===== src/rtl/mbx_pkg.sv =====
package mbx_pkg;
  typedef enum logic [2:0] {
    ST_IDLE,
    ST_CLR,
    ST_ARG,
    ST_TRIG,
    ST_POLL,
    ST_WAIT,
    ST_FETCH,
    ST_DONE
  } mbx_state_t;

  localparam logic [7:0] STAT_BUSY = 8'h00;
endpackage


===== src/rtl/mbx_bus_mux.sv =====
module mbx_bus_mux
  import mbx_pkg::*;
#(
  parameter int ADDR_W = 8,
  parameter int DATA_W = 32,
  parameter int MSG_W  = 4,
  parameter logic [ADDR_W-1:0] A_STAT = 8'h5B,
  parameter logic [ADDR_W-1:0] A_ARG  = 8'h53,
  parameter logic [ADDR_W-1:0] A_MSG  = 8'h43
) (
  input  mbx_state_t        state,
  input  logic [DATA_W-1:0] arg,
  input  logic [MSG_W-1:0]  msg,
  output logic              req,
  output logic              we,
  output logic [ADDR_W-1:0] addr,
  output logic [DATA_W-1:0] wdata
);
  always_comb begin
    req   = 1'b0;
    we    = 1'b0;
    addr  = '0;
    wdata = '0;
    unique case (state)
      ST_CLR:   begin req = 1'b1; we = 1'b1; addr = A_STAT; end
      ST_ARG:   begin req = 1'b1; we = 1'b1; addr = A_ARG; wdata = arg; end
      ST_TRIG:  begin req = 1'b1; we = 1'b1; addr = A_MSG;
                      wdata = DATA_W'(msg); end
      ST_POLL:  begin req = 1'b1; addr = A_STAT; end
      ST_FETCH: begin req = 1'b1; addr = A_ARG; end
      default:  ;
    endcase
  end
endmodule


===== src/rtl/mbx_poll_timer.sv =====
module mbx_poll_timer #(
  parameter int CYC_PER_US = 125,
  parameter int DLY_W      = 16,
  parameter int RETRY_W    = 18
) (
  input  logic               clk,
  input  logic               rst_n,
  input  logic               load,
  input  logic               clr,
  input  logic               bump,
  input  logic [DLY_W-1:0]   delay_us,
  input  logic [RETRY_W-1:0] retries,
  output logic               expired,
  output logic               spent
);
  localparam int CNT_W = DLY_W + $clog2(CYC_PER_US + 1);

  logic [CNT_W-1:0]   cnt;
  logic [RETRY_W-1:0] used;

  always_ff @(posedge clk) begin
    if (!rst_n) begin
      cnt <= '0;
    end else if (load) begin
      cnt <= CNT_W'(CYC_PER_US) * CNT_W'(delay_us);
    end else if (cnt != '0) begin
      cnt <= cnt - 1'b1;
    end
  end

  always_ff @(posedge clk) begin
    if (!rst_n)    used <= '0;
    else if (clr)  used <= '0;
    else if (bump) used <= used + 1'b1;
  end

  assign expired = (cnt == '0);
  assign spent   = (used == retries);

  // the wait counter only moves downward one step at a time unless reloaded
  a_r4_countdown: assert property (@(posedge clk) disable iff (!rst_n)
    (cnt != '0 && !load) |=> (cnt == $past(cnt) - 1'b1));
endmodule


===== src/rtl/mbx_seq.sv =====
module mbx_seq
  import mbx_pkg::*;
#(
  parameter int CYC_PER_US = 125,
  parameter int DLY_W      = 16,
  parameter int RETRY_W    = 18,
  parameter int ADDR_W     = 8,
  parameter int DATA_W     = 32,
  parameter int MSG_W      = 4,
  parameter int RES_W      = 8,
  parameter logic [ADDR_W-1:0] A_STAT = 8'h5B,
  parameter logic [ADDR_W-1:0] A_ARG  = 8'h53,
  parameter logic [ADDR_W-1:0] A_MSG  = 8'h43,
  parameter logic [MSG_W-1:0]  GATE_A = 4'h8,
  parameter logic [MSG_W-1:0]  GATE_B = 4'h9,
  parameter logic [31:0]       MIN_VER = 32'h0037_0C00
) (
  input  logic               clk,
  input  logic               rst_n,
  input  logic               req_valid,
  output logic               req_ready,
  input  logic [MSG_W-1:0]   req_msg,
  input  logic [DATA_W-1:0]  req_arg,
  input  logic [31:0]        fw_version,
  input  logic [DLY_W-1:0]   cfg_delay_us,
  input  logic [RETRY_W-1:0] cfg_retries,
  output logic               done,
  output logic [RES_W-1:0]   done_result,
  output logic [DATA_W-1:0]  done_data,
  output logic               done_timeout,
  output logic               bus_req,
  output logic               bus_we,
  output logic [ADDR_W-1:0]  bus_addr,
  output logic [DATA_W-1:0]  bus_wdata,
  input  logic               bus_ack,
  input  logic [DATA_W-1:0]  bus_rdata
);
  mbx_state_t        state;
  logic [MSG_W-1:0]  msg_q;
  logic [DATA_W-1:0] arg_q;
  logic [RES_W-1:0]  res_q;
  logic [DATA_W-1:0] data_q;
  logic              tmo_q;
  logic              accept, gated, hit;
  logic              t_load, t_clr, t_bump, t_expired, t_spent;

  assign accept = req_valid && (state == ST_IDLE);
  assign gated  = ((req_msg == GATE_A) || (req_msg == GATE_B)) &&
                  (fw_version < MIN_VER);
  assign hit    = bus_req && bus_ack;

  mbx_bus_mux #(
    .ADDR_W(ADDR_W), .DATA_W(DATA_W), .MSG_W(MSG_W),
    .A_STAT(A_STAT), .A_ARG(A_ARG), .A_MSG(A_MSG)
  ) u_mux (
    .state(state), .arg(arg_q), .msg(msg_q),
    .req(bus_req), .we(bus_we), .addr(bus_addr), .wdata(bus_wdata)
  );

  assign t_clr  = accept;
  assign t_bump = (state == ST_POLL) && hit &&
                  (bus_rdata == '0) && !t_spent;
  assign t_load = t_bump;

  mbx_poll_timer #(
    .CYC_PER_US(CYC_PER_US), .DLY_W(DLY_W), .RETRY_W(RETRY_W)
  ) u_tmr (
    .clk(clk), .rst_n(rst_n),
    .load(t_load), .clr(t_clr), .bump(t_bump),
    .delay_us(cfg_delay_us), .retries(cfg_retries),
    .expired(t_expired), .spent(t_spent)
  );

  always_ff @(posedge clk) begin
    if (!rst_n) begin
      state  <= ST_IDLE;
      msg_q  <= '0;
      arg_q  <= '0;
      res_q  <= '0;
      data_q <= '0;
      tmo_q  <= 1'b0;
    end else begin
      unique case (state)
        ST_IDLE: if (accept) begin
          msg_q <= req_msg;
          arg_q <= req_arg;
          tmo_q <= 1'b0;
          if (gated) begin
            res_q  <= STAT_BUSY;
            data_q <= '1;
            state  <= ST_DONE;
          end else begin
            state <= ST_CLR;
          end
        end
        ST_CLR:  if (hit) state <= ST_ARG;
        ST_ARG:  if (hit) state <= ST_TRIG;
        ST_TRIG: if (hit) state <= ST_POLL;
        ST_POLL: if (hit) begin
          if (bus_rdata != '0) begin
            res_q <= bus_rdata[RES_W-1:0];
            state <= ST_FETCH;
          end else if (t_spent) begin
            res_q  <= STAT_BUSY;
            data_q <= '0;
            tmo_q  <= 1'b1;
            state  <= ST_DONE;
          end else begin
            state <= ST_WAIT;
          end
        end
        ST_WAIT: if (t_expired) state <= ST_POLL;
        ST_FETCH: if (hit) begin
          data_q <= bus_rdata;
          state  <= ST_DONE;
        end
        ST_DONE: state <= ST_IDLE;
        default: state <= ST_IDLE;
      endcase
    end
  end

  assign req_ready    = (state == ST_IDLE);
  assign done         = (state == ST_DONE);
  assign done_result  = res_q;
  assign done_data    = data_q;
  assign done_timeout = tmo_q;

  // request and its fields held until acknowledged
  a_r10_bus_hold: assert property (@(posedge clk) disable iff (!rst_n)
    (bus_req && !bus_ack) |=> (bus_req && $stable(bus_addr) &&
                               $stable(bus_we) && $stable(bus_wdata)));
  // done lasts one cycle
  a_r9_done_pulse: assert property (@(posedge clk) disable iff (!rst_n)
    done |=> !done);
  // once accepted, not ready on the next cycle
  a_r8_busy_after_accept: assert property (@(posedge clk) disable iff (!rst_n)
    (req_valid && req_ready) |=> !req_ready);
  // withheld message finishes next cycle with all-ones and no bus traffic
  a_r7_withheld: assert property (@(posedge clk) disable iff (!rst_n)
    (accept && gated) |=> (done && (done_data == '1) && !bus_req));
  // a timeout carries a zero status byte
  a_r5_timeout_code: assert property (@(posedge clk) disable iff (!rst_n)
    (done && done_timeout) |-> (done_result == '0));
endmodule


===== config.mk =====
export PLATFORM = sky130hd
export DESIGN_NAME = mbx_seq
export DESIGN_NICKNAME = d
export VERILOG_FILES = /design/src/rtl/mbx_pkg.sv /design/src/rtl/mbx_bus_mux.sv /design/src/rtl/mbx_poll_timer.sv /design/src/rtl/mbx_seq.sv
export SDC_FILE = /design/constraint.sdc
export NUM_CORES = 1
export LEC_CHECK = 0
export BUFFER_PORTS_ARGS = -buffer_cell sky130_fd_sc_hd__buf_2
export CAP_MARGIN = 0
export CORE_UTILIZATION = 45
export CTS_CLUSTER_DIAMETER = 60
export CTS_CLUSTER_SIZE = 24
export DETAILED_ROUTE_END_ITERATION = 10
export PLACE_DENSITY = 0.79
export SETUP_SLACK_MARGIN = 0.3
export SLEW_MARGIN = 10
export SYNTH_ARGS = -nofsm -noshare
export SYNTH_HDL_FRONTEND = slang
export SYNTH_HIERARCHICAL = 1
export SYNTH_SLANG_ARGS = --single-unit

===== constraint.sdc =====
create_clock -name clk -period 4.65 [get_ports clk]
set_clock_uncertainty 0.2 [all_clocks]
set_input_delay 0.465 -clock clk [delete_from_list [all_inputs] [get_ports clk]]
set_output_delay 0.465 -clock clk [all_outputs]
set_load 0.005 [all_outputs]

==> impl_metrics.env, run 1 <==
export IMPL_run_status="finished, final reports clean"
export IMPL_htreeDepth=4
export IMPL_dr_pass1_iters=5
export IMPL_floorplan_die_width_um=142
export IMPL_synth_top_area_share=0.273
export IMPL_net_sw_frac=0.406
export IMPL_synthesis_yosys_warnings=6
export IMPL_min_period_ps=4330
export IMPL_tns_ps=0
export IMPL_grt_overflow_total=0
export IMPL_power_density_nw_per_um2=582
export IMPL_yosys_cell_count_top_type="nand2_1"
export IMPL_clkSinkCount=121
export IMPL_grt_first_pass_wirelength_um=36500
export IMPL_synth_top_cell_by_area="dfxtp_1"
export IMPL_slew_headroom=0.308
export IMPL_drc_violation_count_after_routing=0
export IMPL_critical_path_required_ps=4720
export IMPL_seq_area_frac_synth=0.273
export IMPL_drt_first_iter_violations=383
export IMPL_clock_slew_at_reported_path_ffs_ps=60
export IMPL_antennaDiodeCount=0
export IMPL_die_height_um=142
export IMPL_final_antenna_net_count=0
export IMPL_power_switching_mw=2.68
export IMPL_grt_total_usage=0.226
export IMPL_synth_async_reset_ratio=0
export IMPL_max_freq_ghz=0.231
export IMPL_final_hold_violation_count=0
export IMPL_area_growth_synth_to_final_pct=28.1
export IMPL_rsz0062_at_grt="true"
export IMPL_boundaryPins=223
export IMPL_yosys_top_cells_area="dfxtp_1, fa_1, ha_1"
export IMPL_final_setup_viol_count=0
export IMPL_route_vias_total=8033
export IMPL_synthTopCellsByCount="nand2_1, dfxtp_1, inv_1"
export IMPL_via_count_of_the_first_global_routing_pass=7780
export IMPL_count_of_max_cap_constraint_violations=0
export IMPL_detail_routed_net_length_per_standard_cell_um=15.3
export IMPL_final_wirelength_um=23300
export IMPL_cp_end_kind="register"
export IMPL_hpwlAfterDp_um=17000
export IMPL_cts_max_path_buffers=2
export IMPL_pin_count_of_the_biggest_net_entering_global_routing=67
export IMPL_placeableCoreArea_um2=19000
export IMPL_synth_enable_flop_cells=0
export IMPL_post_route_cells_drive_above_1_share=0.308
export IMPL_netlist_area_um2=8860
export IMPL_initial_utilization=0.466
export IMPL_dpl_instance_area_um2=10500
export IMPL_slew_viol_final=0
export IMPL_cts_tree="done"
export IMPL_synth_ff_latch_count=121
export IMPL_numPortBuffers=209
export IMPL_crit_fanout=4
export IMPL_cts_buffers_inserted=17
export IMPL_p_int_mw=3.93
export IMPL_worstSetupStartpointType="input pin"
export IMPL_power_frac_clock=0.218
export IMPL_fp_dieArea_um2=20300
export IMPL_globalplace_congestion=0.846
export IMPL_power_ir_vdd_worst_uv=306
export IMPL_post_drt_via_cell_ratio=5.27
export IMPL_hold_class="input pin to register"
export IMPL_reg2reg_slack_ps=1060
export IMPL_synth_top_flop_cell="dfxtp_1"
export IMPL_comb_power_share=0.579
export IMPL_syn_instance_count=1010
export IMPL_cts_root_buffer_type="clkbuf_16"
export IMPL_final_period_utilization=0.930
export IMPL_synth_area_per_cell_um2=8.77
export IMPL_worst_skew_pair_late_latency_ps=410
export IMPL_pwr_share_seq=0.203
export IMPL_nNetsFinal=1499
export IMPL_power_static_leakage_nw=5.17
export IMPL_criticalPathCategory="input pin to register"
export IMPL_synthDistinctLibCells=71
export IMPL_worstPathArrival_ps=4390
export IMPL_fp_row_count=50
export IMPL_grt_antenna_before_repair=0
export IMPL_fin_area_um2=11300
export IMPL_worstMarginPinSlew_ps=1030
export IMPL_n_fill_cell=1622
[cell type report]
class,count,area (µm²),area share
inverter,88,349,0.0308
sequential,121,2420,0.213
tap,260,325,0.0287
multi-input combinational,749,6040,0.533
timing repair buffer,275,1560,0.137
clock buffer,18,439,0.0387
clock inverter,14,208,0.0183
[path summary, 6_finish.rpt]
kind,end,start,depth (start not counted)
worst min-delay path,arg_q[16]$_SDFFE_PN0P_,req_arg[16],3
worst max register to register,u_tmr/used[17]$_SDFFE_PP0P_,u_tmr/used[2]$_SDFFE_PP0P_,13
worst min register to register,arg_q[15]$_SDFFE_PN0P_,arg_q[15]$_SDFFE_PN0P_,2
worst max-delay path,u_tmr/cnt[20]$_SDFFE_PN0P_,cfg_delay_us[6],15
[timing repair]
item | CTS | global route
pin swaps | 1 | 30
gates resized for setup | 3 | 34
hold buffers | 0 | 0
setup endpoints to repair | 2 | 11
setup buffers | 2 | 7
[critical path, stage by stage]
cell and delay (ps):
buf_6 80, clkinvlp_4 130, fa_1 580, fa_1 440
fa_1 510, fa_1 530, inv_2 50, ha_4 270
nand4_1 110, or4_4 530, a21oi_2 120, nand3b_1 180
a31oi_1 120, xor2_1 200, o22ai_2 70
[stage by stage]
step / utilization / hold WS (ps) / worst slack (ps) / power (mW) / std cells
global route: 0.597 / 78.4 / 157 / 7.11 / 1525
finish: 0.597 / 91.6 / 325 / 6.61 / 1525
floorplan: - / 232 / 224 / 3.87 / 1012
detailed placement: 0.550 / 242 / -185 / 4.86 / 1484
global placement: 0.550 / 237 / -86.6 / 4.76 / 1484
CTS: 0.585 / 78.3 / 313 / 6.35 / 1518
[registers in the layout (all words and copies together), names as in the netlist]
name	flops
arg_q	32
done_data	32
done_result	8
done_timeout	1
u_tmr/cnt	23
state	3
u_tmr/used	18
msg_q	4
[metal layers]
metal / routed length [µm] / track usage
met5: 0 / 0
met4: 667 / 0.0917
met3: 1080 / 0.0410
met2: 11500 / 0.389
met1: 10100 / 0.279
[cell usage in the layout, fill, tap and decap left out, drive strengths merged, types with 7 or more instances in the layout]
cell and n:
o22ai 10, nor2 64, nand4 8, fa 54, and2 31, a211oi 10
mux2i 19, ha 55, and3 8, nor4 17, o32ai 29, dfxtp 121
o21ai 12, buf 275, a21boi 28, nand2 154, inv 88, clkbuf 18
nor3 25, nand3 13, clkinvlp 7, a21o 7, a21oi 62, xor2 40
xnor2 33
[cell families (layout without fill, tap and decap cells)]
| logic type | Yosys count | in the layout | synth area share |
|---|---|---|---|
| AOI/OAI and AO/OA | 189 | 189 | 0.166 |
| xor gates and xnor gates | 73 | 73 | 0.0722 |
| adders and majority gates | 109 | 109 | 0.200 |
| buffers and inverters | 142 | 395 | 0.0701 |
| DFF | 121 | 121 | 0.273 |
| muxes | 20 | 20 | 0.0227 |
| other | 1 | 3 | 0.000423 |
| and+or+nand+nor | 355 | 355 | 0.196 |
[power groups by stage]
stage / clock network, mW / registers (mW) / logic (mW)
3_3_place_gp: 0 / 1.35 / 3.41
2_1_floorplan: 0 / 1.32 / 2.55
4_1_cts: 1.46 / 1.34 / 3.55
3_5_place_dp: 0 / 1.36 / 3.51
5_1_grt: 1.51 / 1.36 / 4.25
6_report: 1.44 / 1.34 / 3.83
No activity file was read; power rests on OpenSTA's default activity.
==> run 2, diff against run 1 <==
--- a/config.mk
+++ b/config.mk
@@ -11,7 +11,7 @@
 export CTS_CLUSTER_DIAMETER = 60
 export CTS_CLUSTER_SIZE = 24
 export DETAILED_ROUTE_END_ITERATION = 10
-export PLACE_DENSITY = 0.79
+export PLACE_DENSITY = 0.72
 export SETUP_SLACK_MARGIN = 0.3
 export SLEW_MARGIN = 10
 export SYNTH_ARGS = -nofsm -noshare
==> constraint.sdc (replaced) <==
create_clock -name clk -period 4.95 [get_ports clk]
set_clock_uncertainty 0.2 [all_clocks]
set_input_delay 0.495 -clock clk [delete_from_list [all_inputs] [get_ports clk]]
set_output_delay 0.495 -clock clk [all_outputs]
set_load 0.005 [all_outputs]
==> run 2 against run 1 <==
Net effect: global-route usage shrank 0.67 points; register-to-register slack gained 190 ps; combinational power shrank 16%; total power shrank 14%; sequential share of layout area grew 0.92 points; count of clock-buffer cells in the layout grew 1; first-iteration DRC count grew 12%; cell area shrank 4.1%; via count shrank 3.4%; die area is the same; critical path depth is the same; sequential cell count is the same; critical endpoint unchanged.
==> impl_metrics.env, run 2 (synthesis results as in run 1) <==
export IMPL_run_status="finished, final reports clean"
export IMPL_route_vias_total=7757
export IMPL_cts_buffers_inserted=17
export IMPL_fp_row_count=50
export IMPL_detail_routed_net_length_per_standard_cell_um=14.6
export IMPL_tns_ps=0
export IMPL_power_frac_clock=0.206
export IMPL_drt_first_iter_violations=429
export IMPL_pwr_share_seq=0.224
export IMPL_floorplan_die_width_um=142
export IMPL_fp_dieArea_um2=20300
export IMPL_count_of_max_cap_constraint_violations=0
export IMPL_antennaDiodeCount=0
export IMPL_grt_overflow_total=0
export IMPL_slew_headroom=0.292
export IMPL_critical_path_top_cell_by_count="fa_1"
export IMPL_htreeDepth=4
export IMPL_p_int_mw=3.32
export IMPL_worst_skew_pair_late_latency_ps=410
export IMPL_path_delay_family="adder cells"
export IMPL_nNetsFinal=1469
export IMPL_rsz0062_at_grt="false"
export IMPL_dr_pass1_iters=5
export IMPL_worstPathArrival_ps=4590
export IMPL_crit_path_cell_trace="buf_2 > clkinvlp_4 > fa_1 > fa_1 > fa_1 > fa_1 > inv_1 > ha_2 > nand2_1 > or4_4 > a21oi_2 > nand3b_1 > a31oi_1 > xor2_1 > o22ai_2"
export IMPL_net_sw_frac=0.415
export IMPL_cp_slowest_cell="fa_1"
export IMPL_grt_total_usage=0.219
export IMPL_slew_viol_final=0
export IMPL_cts_max_path_buffers=2
export IMPL_post_route_util=0.572
export IMPL_via_count_of_the_first_global_routing_pass=7372
export IMPL_max_freq_ghz=0.221
export IMPL_area_growth_synth_to_final_pct=22.8
export IMPL_final_wirelength_um=21900
export IMPL_p_total_mw=5.66
export IMPL_grt_first_pass_wirelength_um=35500
export IMPL_clkSinkCount=121
export IMPL_drc_violation_count_after_routing=0
export IMPL_globalplace_congestion=0.836
export IMPL_criticalPathCategory="input pin to register"
export IMPL_final_period_utilization=0.915
export IMPL_final_hold_violation_count=0
export IMPL_final_setup_viol_count=0
export IMPL_placeableCoreArea_um2=19000
export IMPL_crit_fanout=5
export IMPL_grt_antenna_before_repair=0
export IMPL_cpPeakStageDelay_ps=590
export IMPL_post_route_cells_drive_above_1_share=0.276
export IMPL_placed_cells_incl_taps=1458
export IMPL_critical_path_required_ps=5020
export IMPL_final_common_cell="buf_2"
export IMPL_critical_path_n_buffers_inverters=3
export IMPL_numPortBuffers=209
export IMPL_final_antenna_net_count=0
export IMPL_initial_utilization=0.466
export IMPL_power_density_nw_per_um2=521
export IMPL_clock_slew_at_reported_path_ffs_ps=60
export IMPL_boundaryPins=223
export IMPL_worstSetupStartpointType="input pin"
export IMPL_min_period_ps=4530
export IMPL_pin_count_of_the_biggest_net_entering_global_routing=67
export IMPL_post_drt_via_cell_ratio=5.19
export IMPL_layoutNonFillerInstCount=1495
export IMPL_cts_root_buffer_type="clkbuf_16"
export IMPL_power_static_leakage_nw=4.97
export IMPL_cts_tree="done"
export IMPL_cp_end_kind="register"
export IMPL_hold_class="input pin to register"
export IMPL_comb_power_share=0.570
export IMPL_die_height_um=142
export IMPL_mostFrequentLayoutCells="buf_2, nand2_1, dfxtp_1"
export IMPL_hpwlAfterDp_um=16400
export IMPL_power_switching_mw=2.35
export IMPL_power_ir_vdd_worst_uv=302
export IMPL_hold_buffer_count_at_cts=0
export IMPL_worstMarginPinSlew_ps=1060
==> run 2: layout make-up <==
| type | instances | area (µm²) |
|---|---|---|
| Clock buffer | 19 | 443 |
| Clock inverter | 13 | 121 |
| Fill cell | 1771 | 8140 |
| Inverter | 88 | 345 |
| Multi-Input combinational cell | 749 | 5910 |
| Sequential cell | 121 | 2420 |
| Tap cell | 260 | 325 |
| Timing Repair Buffer | 245 | 1320 |
==> run 2: worst min-delay path, stage by stage <==
cell and delay, ps:
buf_2 90, nand2_1 40, a21oi_1 50
==> run 2: worst paths after layout <==
path,startpoint,endpoint,slack [ps],depth (start not counted)
hold / removal,req_arg[9],arg_q[9]$_SDFFE_PN0P_,120,3
setup / recovery,cfg_delay_us[7],u_tmr/cnt[20]$_SDFFE_PN0P_,420,15
setup reg to reg,state[1]$_SDFFE_PN0P_,u_tmr/used[15]$_SDFFE_PP0P_,1250,12
hold reg to reg,arg_q[6]$_SDFFE_PN0P_,arg_q[6]$_SDFFE_PN0P_,250,2
==> run 2: per-stage QoR <==
step | hold slack (ps) | area, µm² | setup WS, ps
after detailed placement | 242 | 10200 | -32.5
final | 121 | 10900 | 421
after global routing | 96.8 | 10900 | 263
after global placement | 238 | 10200 | 43.2
after CTS | 100 | 10800 | 376
after floorplan | 232 | 8880 | 318
==> run 2: power by group through the flow <==
stage	clock (mW)	sequential (mW)	combinational (mW)
floorplan	0	1.24	2.30
global placement	0	1.28	3.02
detailed placement	0	1.29	3.08
CTS	1.19	1.27	3.11
global route	1.24	1.30	3.62
finish	1.17	1.27	3.23
==> run 2: what timing repair did <==
item | 4_1_cts | 5_1_grt
endpoints found under the hold margin | 0 | 0
setup buffers | 0 | 5
setup endpoints to repair | 0 | 9
resized for setup | 0 | 19
==> run 2: routing by layer <==
metal | vias up | GRT usage | routed length [µm]
met2 | 209 | 0.365 | 10800
met1 | 3664 | 0.285 | 9720
met4 | 0 | 0.0628 | 391
met5 | - | 0 | 0
li1 | 3846 | - | -
met3 | 38 | 0.0468 | 1020
